[src/rtl/epg_pkg.sv]
// Package: shared types and helpers for the dual-phase energy pulse generator.
// Assumes: rate select codes are two bits wide, and code 3 is the fastest rate.
package epg_pkg;

    // Rate select codes, from the largest quantum to the smallest
    typedef enum logic [1:0] {
        RATE_SLOWEST = 2'd0,
        RATE_SLOW    = 2'd1,
        RATE_FAST    = 2'd2,
        RATE_FASTEST = 2'd3
    } rate_sel_e;

    // Each rate step scales the quantum by 2^RATE_STEP_LOG2
    localparam int RATE_STEP_LOG2 = 2;
    localparam int RATE_CODES     = 4;

    // Extra left shift of the quantum for a given rate code
    function automatic int rate_shift(input logic [1:0] sel);
        return RATE_STEP_LOG2 * ((RATE_CODES - 1) - int'(sel));
    endfunction

endpackage

[src/rtl/epg_accum.sv]
// Module: signed energy accumulator with a creep floor.
// Adds each strobed sample whose magnitude reaches creep_min, removes one
// quantum per clock whenever |energy| >= quantum, keeps the remainder, and
// registers a one-clock crossing request.
// Assumes: ACC_W leaves headroom above the largest quantum plus one sample.
module epg_accum
    import epg_pkg::*;
#(
    parameter int PWR_W    = 24,
    parameter int THR_LOG2 = 12,
    parameter int ACC_W    = 26
) (
    input  logic                    clk,
    input  logic                    rst_n,
    input  logic                    clr,
    input  logic [1:0]              rate_sel,
    input  logic                    sample_vld,
    input  logic [PWR_W-1:0]        sample_pwr,
    input  logic [PWR_W-1:0]        creep_min,
    output logic signed [ACC_W-1:0] energy_q,
    output logic                    cross_q
);

    logic signed [PWR_W:0]   s_ext;
    logic        [PWR_W:0]   s_mag;
    logic                    s_keep;
    logic signed [ACC_W-1:0] s_add;
    logic signed [ACC_W-1:0] quantum;
    logic                    over_pos;
    logic                    over_neg;
    logic signed [ACC_W-1:0] q_adj;
    logic signed [ACC_W-1:0] energy_d;

    // Sample magnitude and the creep decision
    always_comb begin
        s_ext  = {sample_pwr[PWR_W-1], sample_pwr};
        s_mag  = s_ext[PWR_W] ? $unsigned(-s_ext) : $unsigned(s_ext);
        s_keep = sample_vld && (s_mag >= {1'b0, creep_min});
        s_add  = s_keep ? {{(ACC_W-PWR_W){sample_pwr[PWR_W-1]}}, sample_pwr}
                        : '0;
    end

    // Quantum for the selected rate
    always_comb begin
        quantum = {{(ACC_W-1){1'b0}}, 1'b1} << (THR_LOG2 + rate_shift(rate_sel));
    end

    // Threshold crossing in either direction and the matching correction
    always_comb begin
        over_pos = (energy_q >= quantum);
        over_neg = (energy_q <= -quantum);
        if (over_pos)
            q_adj = -quantum;
        else if (over_neg)
            q_adj = quantum;
        else
            q_adj = '0;
        energy_d = energy_q + s_add + q_adj;
    end

    // Energy register and the registered crossing request
    always_ff @(posedge clk) begin
        if (!rst_n || clr) begin
            energy_q <= '0;
            cross_q  <= 1'b0;
        end else begin
            energy_q <= energy_d;
            cross_q  <= over_pos || over_neg;
        end
    end

endmodule

[src/rtl/epg_period.sv]
// Module: request interval meter and pulse width selector.
// Counts ms ticks since the last request, saturating at 2*PULSE_TICKS, and
// gives the width for a request arriving now: full width for a long or
// unknown interval, otherwise half the interval (never below one tick).
// Assumes: req is a one-clock strobe.
module epg_period #(
    parameter int PULSE_TICKS = 275,
    parameter int WID_W       = 10
) (
    input  logic             clk,
    input  logic             rst_n,
    input  logic             clr,
    input  logic             ms_tick,
    input  logic             req,
    output logic [WID_W-1:0] req_width
);

    localparam int               CAP   = 2 * PULSE_TICKS;
    localparam logic [WID_W-1:0] CAP_V = WID_W'(CAP);
    localparam logic [WID_W-1:0] FULL  = WID_W'(PULSE_TICKS);
    localparam logic [WID_W-1:0] ONE   = WID_W'(1);

    logic [WID_W-1:0] per_q;
    logic [WID_W-1:0] half;

    // Width for a request seen in this cycle
    always_comb begin
        half = per_q >> 1;
        if (per_q < CAP_V)
            req_width = (half == '0) ? ONE : half;
        else
            req_width = FULL;
    end

    // Tick counter since the last request, saturating at the cap
    always_ff @(posedge clk) begin
        if (!rst_n || clr)
            per_q <= CAP_V;
        else if (req)
            per_q <= '0;
        else if (ms_tick && (per_q < CAP_V))
            per_q <= per_q + ONE;
    end

endmodule

[src/rtl/epg_pulse.sv]
// Module: alternating two-phase pulse driver with a one-entry request slot.
// Starts a pulse of the requested width on whichever output is next, holds
// one request while busy, and drops any request beyond that.
// Assumes: the width arriving with each request is at least one tick.
module epg_pulse #(
    parameter int WID_W = 10,
    parameter int N_OUT = 2
) (
    input  logic             clk,
    input  logic             rst_n,
    input  logic             clr,
    input  logic             ms_tick,
    input  logic             req,
    input  logic [WID_W-1:0] req_width,
    output logic [N_OUT-1:0] pulse_out
);

    localparam logic [WID_W-1:0] ONE = WID_W'(1);

    logic             on_q;
    logic             act_q;
    logic             nxt_q;
    logic             pend_q;
    logic [WID_W-1:0] hi_q;
    logic [WID_W-1:0] cw_q;
    logic [WID_W-1:0] pw_q;

    // Pulse sequencing: width count, slot, and phase steering
    always_ff @(posedge clk) begin
        if (!rst_n || clr) begin
            on_q   <= 1'b0;
            act_q  <= 1'b0;
            nxt_q  <= 1'b0;
            pend_q <= 1'b0;
            hi_q   <= '0;
            cw_q   <= '0;
            pw_q   <= '0;
        end else if (on_q) begin
            if (ms_tick) begin
                if ((hi_q + ONE) >= cw_q)
                    on_q <= 1'b0;
                else
                    hi_q <= hi_q + ONE;
            end
            if (req && !pend_q) begin
                pend_q <= 1'b1;
                pw_q   <= req_width;
            end
        end else if (pend_q) begin
            on_q   <= 1'b1;
            hi_q   <= '0;
            cw_q   <= pw_q;
            act_q  <= nxt_q;
            nxt_q  <= ~nxt_q;
            pend_q <= req;
            pw_q   <= req_width;
        end else if (req) begin
            on_q  <= 1'b1;
            hi_q  <= '0;
            cw_q  <= req_width;
            act_q <= nxt_q;
            nxt_q <= ~nxt_q;
        end
    end

    // One output per phase; only the active phase follows the pulse
    for (genvar g = 0; g < N_OUT; g++) begin : g_phase
        assign pulse_out[g] = on_q && (act_q == 1'(g));
    end

endmodule

[src/rtl/epg_energy_pulser.sv]
// Module: top of the dual-phase energy pulse generator.
// Chains the accumulator, the interval meter and the pulse driver. A low
// supply_ok acts as a synchronous clear of every stage.
// Assumes: ms_tick is a one-clock strobe, and samples do not arrive every
// clock faster than one quantum per clock can drain them.
module epg_energy_pulser #(
    parameter int PWR_W       = 24,
    parameter int THR_LOG2    = 12,
    parameter int PULSE_TICKS = 275
) (
    input  logic             clk,
    input  logic             rst_n,
    input  logic             supply_ok,
    input  logic             ms_tick,
    input  logic [1:0]       rate_sel,
    input  logic             sample_vld,
    input  logic [PWR_W-1:0] sample_pwr,
    input  logic [PWR_W-1:0] creep_min,
    output logic             f1_out,
    output logic             f2_out
);

    localparam int TOP_Q_LOG2 = THR_LOG2 + 6;
    localparam int ACC_W      = ((TOP_Q_LOG2 > PWR_W) ? TOP_Q_LOG2 : PWR_W) + 2;
    localparam int WID_W      = $clog2(2 * PULSE_TICKS + 1);

    logic                    clr;
    logic signed [ACC_W-1:0] energy_q;
    logic                    cross_q;
    logic [WID_W-1:0]        req_width;
    logic [1:0]              pulse_out;

    // Supply loss clears the whole datapath
    assign clr = !supply_ok;

    epg_accum #(
        .PWR_W   (PWR_W),
        .THR_LOG2(THR_LOG2),
        .ACC_W   (ACC_W)
    ) u_accum (
        .clk       (clk),
        .rst_n     (rst_n),
        .clr       (clr),
        .rate_sel  (rate_sel),
        .sample_vld(sample_vld),
        .sample_pwr(sample_pwr),
        .creep_min (creep_min),
        .energy_q  (energy_q),
        .cross_q   (cross_q)
    );

    epg_period #(
        .PULSE_TICKS(PULSE_TICKS),
        .WID_W      (WID_W)
    ) u_period (
        .clk      (clk),
        .rst_n    (rst_n),
        .clr      (clr),
        .ms_tick  (ms_tick),
        .req      (cross_q),
        .req_width(req_width)
    );

    epg_pulse #(
        .WID_W(WID_W),
        .N_OUT(2)
    ) u_pulse (
        .clk      (clk),
        .rst_n    (rst_n),
        .clr      (clr),
        .ms_tick  (ms_tick),
        .req      (cross_q),
        .req_width(req_width),
        .pulse_out(pulse_out)
    );

    assign f1_out = pulse_out[0];
    assign f2_out = pulse_out[1];

endmodule

[config.mk]
export PLATFORM = sky130hd
export DESIGN_NAME = epg_energy_pulser
export DESIGN_NICKNAME = d
export VERILOG_FILES = /design/src/rtl/epg_pkg.sv /design/src/rtl/epg_accum.sv /design/src/rtl/epg_period.sv /design/src/rtl/epg_pulse.sv /design/src/rtl/epg_energy_pulser.sv
export SDC_FILE = /design/constraint.sdc
export NUM_CORES = 1
export LEC_CHECK = 0
export ABC_AREA = 1
export CAP_MARGIN = 20
export CORE_UTILIZATION = 50
export CTS_BUF_LIST = sky130_fd_sc_hd__clkbuf_4 sky130_fd_sc_hd__clkbuf_8 sky130_fd_sc_hd__clkbuf_16
export DETAILED_ROUTE_END_ITERATION = 8
export PLACE_DENSITY = 0.7
export SYNTH_ARGS = -nofsm -noshare
export SYNTH_HDL_FRONTEND = slang
export SYNTH_SLANG_ARGS = --single-unit
[constraint.sdc]
create_clock -name clk -period 7.76 [get_ports clk]
set_input_delay 1.164 -clock clk [delete_from_list [all_inputs] [get_ports clk]]
set_output_delay 1.164 -clock clk [all_outputs]
set_load 0.03 [all_outputs]
==> summary.md <==
| Metric | Value |
|---|---|
| Post-Route WL | `about 16000 um` |
| DIE WIDTH | `118 um` |
| Worst Hold Class | `flop to flop` |
| #FFs+latches synth | `69` |
| Setup crit start | `sample_pwr[0]` |
| Final Setup Violations | `0` |
| Count leader, synth | `nand2_1` |
| Final Hold Vio Count | `0` |
| Clock power share | `0.230` |
| Hold buffer count at cts | `0` |
| Clock transition at path regs | `60 ps` |
| Core area | `~13000 um^2` |
| Storage cell area | `about 1400 um^2` |
| Maximum clock path buffer count | `2` |
| Synth area leader | `dfxtp_1` |
| Vias per Instance | `4.93` |
| Initial DRC Count | `285` |
| Largest net degree at the start of global routing | `27` |
| Initial antenna violation count | `0` |
| Crit path launch type | `primary input` |
| Worst Tran Pin Value | `a little over 1000 ps` |
| Detail Route Antenna Nets | `0` |
| IO Pins | `57` |
| Leak Pwr | `a little under 4 nW` |
| Reg2reg setup slack | `a little under 4000 ps` |
| Relative slew slack | `0.317` |
| Status | `completed` |
| Total power | `1.93 mW` |
| Final slew viol count | `0` |
| Critical Path End Type | `flop` |
| Yosys warns | `0` |
| GRT Resource Usage Total | `0.236` |
| WS Path Type | `primary input to flop` |
| Data arrival, critical path | `6870 ps` |
| Worst Clk Skew | `a little under 7 ps` |
| Switching share of power | `0.453` |
| DP HPWL | `12600 um` |
| Max Cap Violations | `0` |
| Minimum clock period | `approximately 6600 ps` |
| Die area | `about 14000 um^2` |
| CP endpoint | `u_accum.energy_q[19]` |
| Fillcell total | `about 1300` |
| Root Buffer | `clkbuf_16` |
| Crit Path Max Fanout | `20` |
| Inserted Diodes | `0` |
| RSZ-0062 raised after global routing | `no` |
| Post-synth EDFFs | `0` |
| Switch Pwr | `872 uW` |
| Global-route wire length before repair | `26800 um` |
| Critical Path RT | `between 8000 and 9000 ps` |
| Cells after synthesis | `1016` |
| Post-synthesis cell type count | `43` |
| Pwr/cell area | `~250 nW/um^2` |
| Mapped Area | `about 6700 um^2` |
| Worst r2r src | `u_accum.energy_q[18]` |
| Design area | `between 7000 and 8000 um^2` |
| FP Rows | `41` |
| Post-CTS Setup Bufs | `0` |
| Fmax | `between 150 and 200 MHz` |
| GR Overflow Total | `0` |
| Layout Nets | `~1200` |
| Peak supply drop | `0.151 mV` |
| Chip height | `118 um` |
| Area contributors post-synth | `dfxtp_1 (21%), ha_1 (14%), nand2_1 (12%)` |
| TritonCTS clock tree | `done` |
| Setup_tns | `0 ps` |
| Port Buf Inserts | `56` |
| DRC | `0` |
| H-tree depth | `3` |
| Number of CTS-inserted buffers | `9` |
| Share of layout cells above drive strength 1 | `0.0331` |
| Seq/Total Area, Yosys | `0.206` |
| RePlAce Congestion | `roughly 0.86` |
| Clk_lat worst skew | `roughly 340 ps` |
| Area Overhead vs Synth | `16.1%` |
| Vias in the first global route | `around 6000` |
| Via Count | `around 6200` |
| Final period utilization | `0.849` |
| WL per Instance | `around 12 um` |
| CTS sink count | `69` |
| Initial core utilization | `0.522` |
| Syn avg cell area | `around 6.6 um^2` |
| CP max-delay cell | `fa_1` |
| Post-Place Cell Area | `roughly 7500 um^2` |
| Reg2Reg Depth | `24` |
| Primary FF master, synth | `dfxtp_1` |
| Post-synth top area share | `0.206` |
| Router iterations before antenna repair | `5` |
| Area of the multi-input gates | `4610 um^2` |
| Post-cts sizing count | `0` |
| Combinational group share of total power | `0.542` |
| CP dominant cell by count | `nand2_1` |
| Cell-internal power | `between 1 and 1.5 mW` |
| Crit path largest cell delay | `510 ps` |
| Top post-synthesis cells by count | `nand2_1 (212), inv_1 (184), nor2_1 (118)` |
| Sequential share of power | `0.228` |
| RR Endpoint | `u_accum.energy_q[25]` |
| Synth async-reset ratio | `0` |
[kinds of logic after synthesis]
family,after synthesis,share of synthesized area
AND/OR/NAND/NOR,426,0.271
buffers and inverters,205,0.117
AO/OA/AOI/OAI,184,0.151
adder cells (fa/ha/maj),101,0.217
flip-flops,69,0.206
XOR/XNOR,29,0.0378
other,2,0.00112
[layer usage]
metal  track usage  part of all wire
met1         0.305              0.49
met2         0.405              0.46
met3        0.0262             0.033
met4        0.0849             0.017
met5             0                 0
[per-stage QoR]
step / instances / util / hold slack (ps) / setup slack [ps]
after detailed placement: 1243 / 0.581 / 452 / 828
after global placement: 1243 / 0.581 / 454 / 959
after CTS: 1259 / 0.606 / 461 / 1160
after global routing: 1259 / 0.606 / 471 / 410
final: 1259 / 0.606 / 458 / 1170
after floorplan: 1031 / - / 432 / 2250
[state kept, by name, indices dropped and copies added (netlist names)]
register,flops
u_period.per_q,10
u_pulse.pw_q,9
u_pulse.hi_q,10
u_pulse.pend_q,1
u_pulse.act_q,1
u_accum.cross_q,1
u_accum.energy_q,26
u_pulse.nxt_q,1
u_pulse.cw_q,9
u_pulse.on_q,1
[critical path, delay by kind of cell]
family	cells	cell delay [ps]
simple gates	18	2140
fa+ha+maj	4	1460
compound gates	4	890
buf+inv	5	1090
xor+xnor	1	100
[area by class of cell]
cell class / count / share of cell area
Tap cell: 172 / 0.0276
Clock inverter: 7 / 0.0116
Inverter: 187 / 0.0900
Clock buffer: 9 / 0.0289
Timing Repair Buffer: 58 / 0.0738
Multi-Input combinational cell: 757 / 0.591
Sequential cell: 69 / 0.177
[power groups by stage]
stage | Clock (mW) | Combinational [mW] | Sequential, mW
6_report | 0.442 | 1.04 | 0.439
5_1_grt | 0.465 | 1.21 | 0.444
4_1_cts | 0.450 | 1.04 | 0.438
3_5_place_dp | 0 | 1.04 | 0.446
3_3_place_gp | 0 | 1.03 | 0.446
2_1_floorplan | 0 | 0.795 | 0.431
[worst min path at each step]
stage                    startpoint         endpoint  slack [ps]  cells past startpoint
finish              u_pulse.hi_q[9]  u_pulse.hi_q[9]         460                      2
global route        u_pulse.hi_q[9]  u_pulse.hi_q[9]         470                      2
CTS                 u_pulse.hi_q[9]  u_pulse.hi_q[9]         460                      2
global placement    u_pulse.hi_q[9]  u_pulse.hi_q[9]         450                      2
floorplan           u_pulse.hi_q[9]  u_pulse.hi_q[9]         430                      2
detailed placement  u_pulse.hi_q[9]  u_pulse.hi_q[9]         450                      2
[cell usage in the layout, fill, tap and decap left out, types with 2 or more instances in the layout]
cell,n
o21ai_0,57
nand2_1,212
o21a_1,3
nor3_1,12
dfxtp_1,69
inv_2,2
inv_1,184
clkbuf_16,9
clkinvlp_4,2
o21bai_1,5
nand3b_1,3
nor2_2,4
clkinv_2,3
buf_4,2
nor3_2,3
o211ai_1,2
fa_1,26
o21ai_1,2
nand3_1,41
a21o_1,6
nand2_2,3
xor2_1,19
ha_1,75
a221oi_1,6
bufinv_16,2
clkdlybuf4s50_1,56
nor2_1,118
a31oi_1,4
nor2_4,2
xnor2_1,10
o31ai_1,6
nand4_1,18
nor4_1,4
conb_1,17
a21oi_1,90
Power figures use the tool's default switching activity.
